**src/rtl/msg_nic.sv**
```systemverilog
module msg_nic #(
  parameter int DEPTH   = 8,
  parameter int TIMEOUT = 64
) (
  input  logic        clk,
  input  logic        rst_n,
  input  logic [3:0]  node_x,
  input  logic [3:0]  node_y,
  input  logic        snd_valid,
  input  logic [31:0] snd_data,
  input  logic        snd_last,
  input  logic [3:0]  snd_dst_x,
  input  logic [3:0]  snd_dst_y,
  output logic        snd_busy,
  input  logic        rcv_cmd,
  input  logic [3:0]  rcv_src_x,
  input  logic [3:0]  rcv_src_y,
  output logic        rcv_busy,
  output logic        rx_valid,
  output logic [31:0] rx_data,
  output logic        rx_last,
  output logic        out_valid,
  output logic [31:0] out_flit,
  input  logic        out_ack,
  input  logic        in_valid,
  input  logic [31:0] in_flit
);
  localparam int AW = (DEPTH > 1) ? $clog2(DEPTH) : 1;
  localparam int TW = $clog2(TIMEOUT + 1);
  localparam logic [1:0] T_REQ  = 2'b01;
  localparam logic [1:0] T_HEAD = 2'b10;

  typedef enum logic [1:0] {S_IDLE, S_LOAD, S_WAIT, S_XMIT} snd_t;
  typedef enum logic [1:0] {R_IDLE, R_WAIT, R_DATA} rcv_t;

  snd_t sst;
  rcv_t rstate;
  logic [31:0]   mem [DEPTH];
  logic [AW-1:0] wcnt, last, pidx;
  logic          hdr_sent;
  logic [7:0]    dst, exp_src;
  logic          req_pend, run, lock, lock_req, in_match;
  logic [TW-1:0] tmr;
  logic [13:0]   in_cnt;

  wire [7:0] in_src   = in_flit[21:14];
  wire       in_ctl   = in_valid && (in_cnt == 14'd0);
  wire       req_hit  = in_ctl && in_flit[31:30] == T_REQ && sst == S_WAIT && in_src == dst;
  wire       head_hit = in_ctl && in_flit[31:30] == T_HEAD && rstate == R_WAIT && in_src == exp_src;

  wire sel_req  = lock ? lock_req : (req_pend && !(sst == S_XMIT && hdr_sent));
  wire req_acc  = sel_req && out_ack;
  wire data_acc = out_valid && !sel_req && out_ack;

  wire [31:0] req_flit  = {T_REQ, exp_src, node_x, node_y, 14'd0};
  wire [31:0] head_flit = {T_HEAD, dst, node_x, node_y, 14'(last) + 14'd1};

  assign out_valid = sel_req || sst == S_XMIT;
  assign out_flit  = sel_req ? req_flit : (hdr_sent ? mem[pidx] : head_flit);
  assign snd_busy  = sst == S_WAIT || sst == S_XMIT;
  assign rcv_busy  = rstate != R_IDLE;
  assign rx_valid  = in_valid && in_cnt != 14'd0 && in_match;
  assign rx_data   = in_flit;
  assign rx_last   = rx_valid && in_cnt == 14'd1;

  wire           wr_en  = snd_valid && (sst == S_IDLE || sst == S_LOAD);
  wire [AW-1:0]  wr_idx = (sst == S_IDLE) ? '0 : wcnt;

  always_ff @(posedge clk)
    if (wr_en) mem[wr_idx] <= snd_data;

  always_ff @(posedge clk) begin
    if (!rst_n) begin
      sst <= S_IDLE; wcnt <= '0; last <= '0; pidx <= '0; hdr_sent <= 1'b0; dst <= '0;
    end else begin
      case (sst)
        S_IDLE: if (snd_valid) begin
          dst  <= {snd_dst_x, snd_dst_y};
          wcnt <= AW'(1);
          last <= '0;
          sst  <= (snd_last || DEPTH == 1) ? S_WAIT : S_LOAD;
        end
        S_LOAD: if (snd_valid) begin
          wcnt <= wcnt + 1'b1;
          if (snd_last || wcnt == AW'(DEPTH - 1)) begin
            last <= wcnt;
            sst  <= S_WAIT;
          end
        end
        S_WAIT: if (req_hit) begin
          sst <= S_XMIT; hdr_sent <= 1'b0; pidx <= '0;
        end
        S_XMIT: if (data_acc) begin
          if (!hdr_sent)         hdr_sent <= 1'b1;
          else if (pidx == last) sst <= S_IDLE;
          else                   pidx <= pidx + 1'b1;
        end
        default: sst <= S_IDLE;
      endcase
    end
  end

  always_ff @(posedge clk) begin
    if (!rst_n) begin
      rstate <= R_IDLE; req_pend <= 1'b0; run <= 1'b0; tmr <= '0; exp_src <= '0;
    end else begin
      if (req_acc) begin
        req_pend <= 1'b0;
        if (rstate == R_WAIT) begin run <= 1'b1; tmr <= TW'(TIMEOUT); end
      end else if (run && !head_hit) begin
        if (tmr == TW'(1)) begin run <= 1'b0; req_pend <= 1'b1; end
        else tmr <= tmr - 1'b1;
      end
      if (rcv_cmd && rstate == R_IDLE) begin
        rstate <= R_WAIT; req_pend <= 1'b1; exp_src <= {rcv_src_x, rcv_src_y};
      end
      if (head_hit) begin run <= 1'b0; rstate <= R_DATA; end
      if (rx_last) rstate <= R_IDLE;
    end
  end

  always_ff @(posedge clk) begin
    if (!rst_n) begin
      in_cnt <= '0; in_match <= 1'b0; lock <= 1'b0; lock_req <= 1'b0;
    end else begin
      lock     <= out_valid && !out_ack;
      lock_req <= sel_req;
      if (in_valid) begin
        if (in_cnt != 14'd0) in_cnt <= in_cnt - 1'b1;
        else if (in_flit[31:30] == T_HEAD) begin
          in_cnt   <= in_flit[13:0];
          in_match <= head_hit;
        end
      end
    end
  end

  a_r6_nack_hold: assert property (@(posedge clk) disable iff (!rst_n)
    out_valid && !out_ack |=> out_valid && $stable(out_flit));
  a_r4_single_request: assert property (@(posedge clk) disable iff (!rst_n)
    req_acc && rcv_busy |=> !sel_req);
  a_r8_rx_in_receive: assert property (@(posedge clk) disable iff (!rst_n)
    rx_valid |-> rcv_busy);
  a_r2_hold_data: assert property (@(posedge clk) disable iff (!rst_n)
    $rose(snd_busy) |-> !(out_valid && !sel_req));
  a_r10_no_preempt: assert property (@(posedge clk) disable iff (!rst_n)
    out_valid && !sel_req && !out_ack |=> out_valid && !sel_req);
endmodule

```
**config.mk**
```make
export PLATFORM = sky130hd
export DESIGN_NAME = msg_nic
export DESIGN_NICKNAME = d
export VERILOG_FILES = /design/src/rtl/msg_nic.sv
export SDC_FILE = /design/constraint.sdc
export NUM_CORES = 1
export LEC_CHECK = 0
export ABC_AREA = 1
export BUFFER_PORTS_ARGS = -buffer_cell sky130_fd_sc_hd__buf_2
export CORE_ASPECT_RATIO = 0.6
export CORE_MARGIN = 2
export CORE_UTILIZATION = 25
export CTS_CLUSTER_DIAMETER = 40
export DETAILED_ROUTE_END_ITERATION = 16
export GPL_TIMING_DRIVEN = 0
export RECOVER_POWER = 50
export SYNTH_ARGS = -nofsm -noshare
export SYNTH_HDL_FRONTEND = slang
export SYNTH_SLANG_ARGS = --single-unit
```
**constraint.sdc**
```tcl
create_clock -name clk -period 3.4 [get_ports clk]
set_input_delay 0.17 -clock clk [delete_from_list [all_inputs] [get_ports clk]]
set_output_delay 0.17 -clock clk [all_outputs]
set_load 0.02 [all_outputs]
```
## Word-level counts from Yosys, hierarchy flattened

Memory sizes are Yosys's and may differ from the RTL's. A register that Yosys moved wholly into a read port is not among the register bits.
Index checks and enable logic that the tools add are counted.

| operators by class | value |
|---|---|
| add/subtract/negate cells | 5 |
| bitwise gates (word level) | 2 |
| reduce and logical (&&, ||, !) cells | 54 |
| shift-type cells | 0 |
| div/mod/pow operators | 0 |
| muxes and demuxes | 48 |
| magnitude comparators | 0 |
| multipliers | 0 |
| eq/ne operators | 22 |

Operator list:

| kind | count |
|---|---|
| $mux W32 | 2 |
| $mux W3 | 12 |
| $mux W14 | 2 |
| $mux W7 | 4 |
| $mux W2 | 10 |
| $logic_and A1 B1 Y1 | 19 |
| $pmux W3 S2 | 3 |
| $eq A8 B8 Y1 | 2 |
| $reduce_and A3 Y1 | 5 |
| $eq A14 B1 Y1 const B | 1 |
| $logic_not A14 Y1 | 1 |
| $ne A2 B2 Y1 const B | 7 |
| $reduce_bool A14 Y1 | 1 |
| $reduce_bool A2 Y1 | 7 |
| $sub A14 B1 Y14 const B | 1 |
| $mux W1 | 13 |
| $pmux W2 S4 | 1 |
| $eq A7 B1 Y1 const B | 1 |
| $reduce_and A7 Y1 | 1 |
| $sub A7 B1 Y7 const B | 1 |
| $add A3 B1 Y3 const B | 2 |
| $eq A2 B1 Y1 const B | 3 |
| $eq A2 B2 Y1 const B | 3 |
| $ne A2 B1 Y1 const B | 3 |
| 14 further kinds | 26 |

| storage, ports and cells | value |
|---|---|
| output and inout bits | 69 |
| bits in latches | 0 |
| ROM bits | 0 |
| flip-flop bits (word level) | 56 |
| logic and storage cells | 148 |
| bits in writable memories | 256 |
| memories | 1 |
| input port bits | 95 |

Memory list:

| name | words | bits a word | read ports | clocked after Yosys merged registers in | write ports | RTL line | RTL |
|---|---|---|---|---|---|---|---|
| mem | 8 | 32 | 1 | 1 | 1 | 38 | `logic [31:0] mem [DEPTH];` |

## Logic depth before layout (Yosys ltp)

| logic depth | value |
|---|---|
| depth in word-level cells | 12 |
| mapped depth | 13 |
| mapped depth without buffers | 13 |

## Worst setup path after synthesis

OpenSTA, ideal clock, no wires.

| path | value |
|---|---|
| path type | register -> register |
| start point | reg sst[0] |
| end point | mem mem[4][0] (enable) |
| path slack | -0.266 ns |
| required time | 2.939 ns |
| path buffers | 1 |
| arrival | 3.205 ns |
| clock period less this slack | 3.666 ns |
| cell stages (with the launch flop) | 8 |
| setup time | 0.461 ns |
| cell sequence | dfxtp_1 inv_1 ha_1 buf_2 nand2_1 inv_1 nor2_1 nor3_1 |

| between the ends | value |
|---|---|
| word-level cells in the longest chain between the ends | 5 |
| elaborated cells between the ends (all ways) | 7 |
| those cells by class | eq/ne (1); mux (3); reduce/logical (3) |

Ends and longest elaborated chain:

| element | RTL line | RTL |
|---|---|---|
| start, declared | 36 | `snd_t sst;` |
| start signal, assigned | 81 | `sst <= (snd_last \|\| DEPTH == 1) ? S_WAIT : S_LOAD;` |
| $eq A2 B1 Y1 / $logic_not A2 Y1 (equally long branches) | 66, 67 |  |
| $logic_or A1 B1 Y1 | 66 | `wire wr_en = snd_valid && (sst == S_IDLE \|\| sst == S_LOAD);` |
| $logic_and A1 B1 Y1 | 66 |  |
| $mux W1 | 70 | `if (wr_en) mem[wr_idx] <= snd_data;` |
| $mux W1 (not written as such) | 70 |  |
| end, declared | 38 |  |

Several ways; a longest one is shown, not always the timed one.

==> metrics.csv <==
metric,value,unit
sequential area share after synthesis,0.640,
power per cell area,669,nW/um2
Synth area leader,edfxtp_1,
Post-Syn Nets,1399,
XOR/XNOR Fraction of Synth Area,0.0101,
die height,186,um
critical path type,reg2out,
Startpoint Class,flip-flop,
"slowest stage delay, CP",630,ps
Worst Skew,12.6,ps
DRT Wirelength,42300,um
core area,54500,um2
RSZ-0062 raised after global routing,no,
Final Cell Area,17700,um2
I/O pin total,164,
DR vias/cell,4.70,
Cells after Synth,1291,
antenna violation net count after detailed routing,0,
Synth Area in Adders,0.0117,
hpwl dp,28900,um
initial antenna violation count,4,
Starting Density,0.254,
Post-DP Area,15800,um2
VDD IR max,0.330,mV
post-synthesis compound-gate area fraction,0.143,
Final Hold Viols,0,
CTS Buf Count,41,
drt pass-1 iters,5,
Final Critical Period,3150,ps
Worst-path clk slew,60,ps
mux contribution to synthesized area,0,
post-route insts no fill,2303,
Final nets,1664,
Pleak,6.39,nW
final setup fails,0,
wire per inst,18.4,um
critical path cell sequence,buf_2 -> clkbuf_1 -> o21ai_0 -> o221ai_1 -> nand3_1 -> a21oi_1 -> buf_2,
"top cells by area, synth","edfxtp_1, dfxtp_1, o21ai_0",
clock root cell,clkbuf_16,
Hold Path Class,in2reg,
H-tree level count,2,
setup ws final,254,ps
die area,57400,um2
total grt overflow,0,
WP depth,7,
critical path arrival,2980,ps
die extent in x,308,um
post-route DRC violation count,0,
crit path max fanout,10,
PortBufs,154,
"CP delay by family, top",buffers and inverters,
Worst-Skew Late Latency,540,ps
DP Worst Slack,836,ps
Yosys warnings,0,
"Setup Fix Bufs, Post-CTS",0,
max_cap viols,0,
worst r2r path cells,8,
DR vias,10800,
Final TNS setup,0,ps
most frequent CP cell,buf_2,
Max Fclk,318,MHz
layout cells sized above 1,0.160,
vias in the first global route,10500,
CP endpoint kind,output pin,
synth unique cells,49,
flip-flop and latch count after synthesis,315,
Worst Path Buf+Inv,3,
Slew Limit Fails,0,
clk sink count,315,
DP Cell Count,2169,
Initial DRC Count,1072,
post_cts resized,0,
WHS,33.1,ps
max_slew headroom,0.441,
area fraction of the dominant cell type after synthesis,0.555,
Post-Syn Area,13900,um2
GRT Overall Usage,0.143,
RePlAce Congestion,0.840,
"Period Utilization, post-route",0.925,
Worst EP required,3230,ps
"Slowest-stage cell, CP",clkbuf_1,
Area Growth Syn to Fin,27.5,%
status,"complete, no violations",
clock buffer depth,3,
Synth Area in Simple Gates,0.134,
Synth Area per Inst,10.7,um2
Slew @ Worst Pin,839,ps
reg2reg setup slack,620,ps
CTS tree,done,
largest net degree at the start of global routing,25,
Hold Path Depth,5,
FP Rows,66,
first-pass GRT wire length,63800,um
main combinational cell family by area after synthesis,compound AO/OA/AOI/OAI gates,
[flip-flops by register name, indices dropped and copies added, names as in the netlist, 3 cells and up, named ones only]
name     count
exp_src      8
dst          8
pidx         3
in_cnt      14
mem        256
last         3
tmr          7
wcnt         3
[metal layers]
metal  global-route usage  part of all wire  vias up
met4               0.0407             0.020        2
met1                0.206              0.46     5268
li1                     -                 -     5103
met5                    0           0.00031        -
met2                0.217              0.44      393
met3               0.0303             0.076       61
[cells by family (layout without fill, tap and decap cells)]
| logic type | count (synthesis) | after routing |
|---|---|---|
| AO/OA/AOI/OAI | 341 | 341 |
| XOR/XNOR | 16 | 16 |
| adder cells (fa/ha/maj) | 13 | 13 |
| buffers and inverters | 174 | 469 |
| flip-flops | 315 | 315 |
| other | 0 | 3 |
| AND/OR/NAND/NOR | 432 | 432 |
[Yosys cell counts (all sizes together)]
cell	n
edfxtp	256
nor2	235
o21ai	186
nand2	143
inv	69
a21oi	59
buf	59
dfxtp	59
clkbuf	44
nand3	34
o221ai	26
o22ai	26
o211ai	17
a31oi	14
ha	13
xnor2	10
nand4	9
nor3	7
a22oi	6
xor2	6
a211oi	2
clkinv	2
or2	2
a21o	1
a221o	1
a221oi	1
and2	1
nand3b	1
o21a	1
o21ba	1
[timing repair]
action / in CTS / in global routing
hold buffers: 58 / 0
setup endpoints to repair: 0 / 0
hold endpoints to repair: 282 / 0
[metrics by stage]
stage | power, W | util
after floorplan | 0.00667 | -
after global placement | 0.00747 | 0.285
after detailed placement | 0.00759 | 0.290
after CTS | 0.0120 | 0.326
after global routing | 0.0124 | 0.324
final | 0.0118 | 0.324
[final timing paths]
check | endpoint | start
min | sst[1] | snd_last
max | out_flit[24] | flip-flop
max reg2reg | mem[2][8] | sst[1]
min reg2reg | rstate[1] | rstate[1]
[cell type report]
cell class	instances	area (um2)
clock inverter	25	283
timing repair buffer	222	1520
buffer	103	559
sequential	315	8870
clock buffer	48	1080
multi-input combinational	802	4190
tap	714	893
antenna	3	7.51
inverter	71	268
fill	5464	36800
[power breakdown]
part           internal, W  switching (W)
combinational     0.000938        0.00192
sequential         0.00447       0.000177
clock              0.00262        0.00169
[worst min-delay path, stage by stage]
cell and delay, ps:
buf_2 100, nand2_1 70, nand2_1 70, nor2_1 40
nor2_1 80
[layout by cell type, fill, tap and decap left out, drive strengths merged, types with 2 or more instances in the layout]
master and count:
a211oi 2, a21oi 59, a22oi 6, a31oi 14, buf 154, bufinv 4
clkbuf 161, clkinv 14, clkinvlp 3, dfxtp 59, diode 3, dlygate4sd3 58
edfxtp 256, ha 13, inv 75, nand2 143, nand3 34, nand4 9
nor2 235, nor3 7, o211ai 17, o21ai 186, o221ai 26, o22ai 26
or2 2, xnor2 10, xor2 6
(Power assumes the default switching activity.)
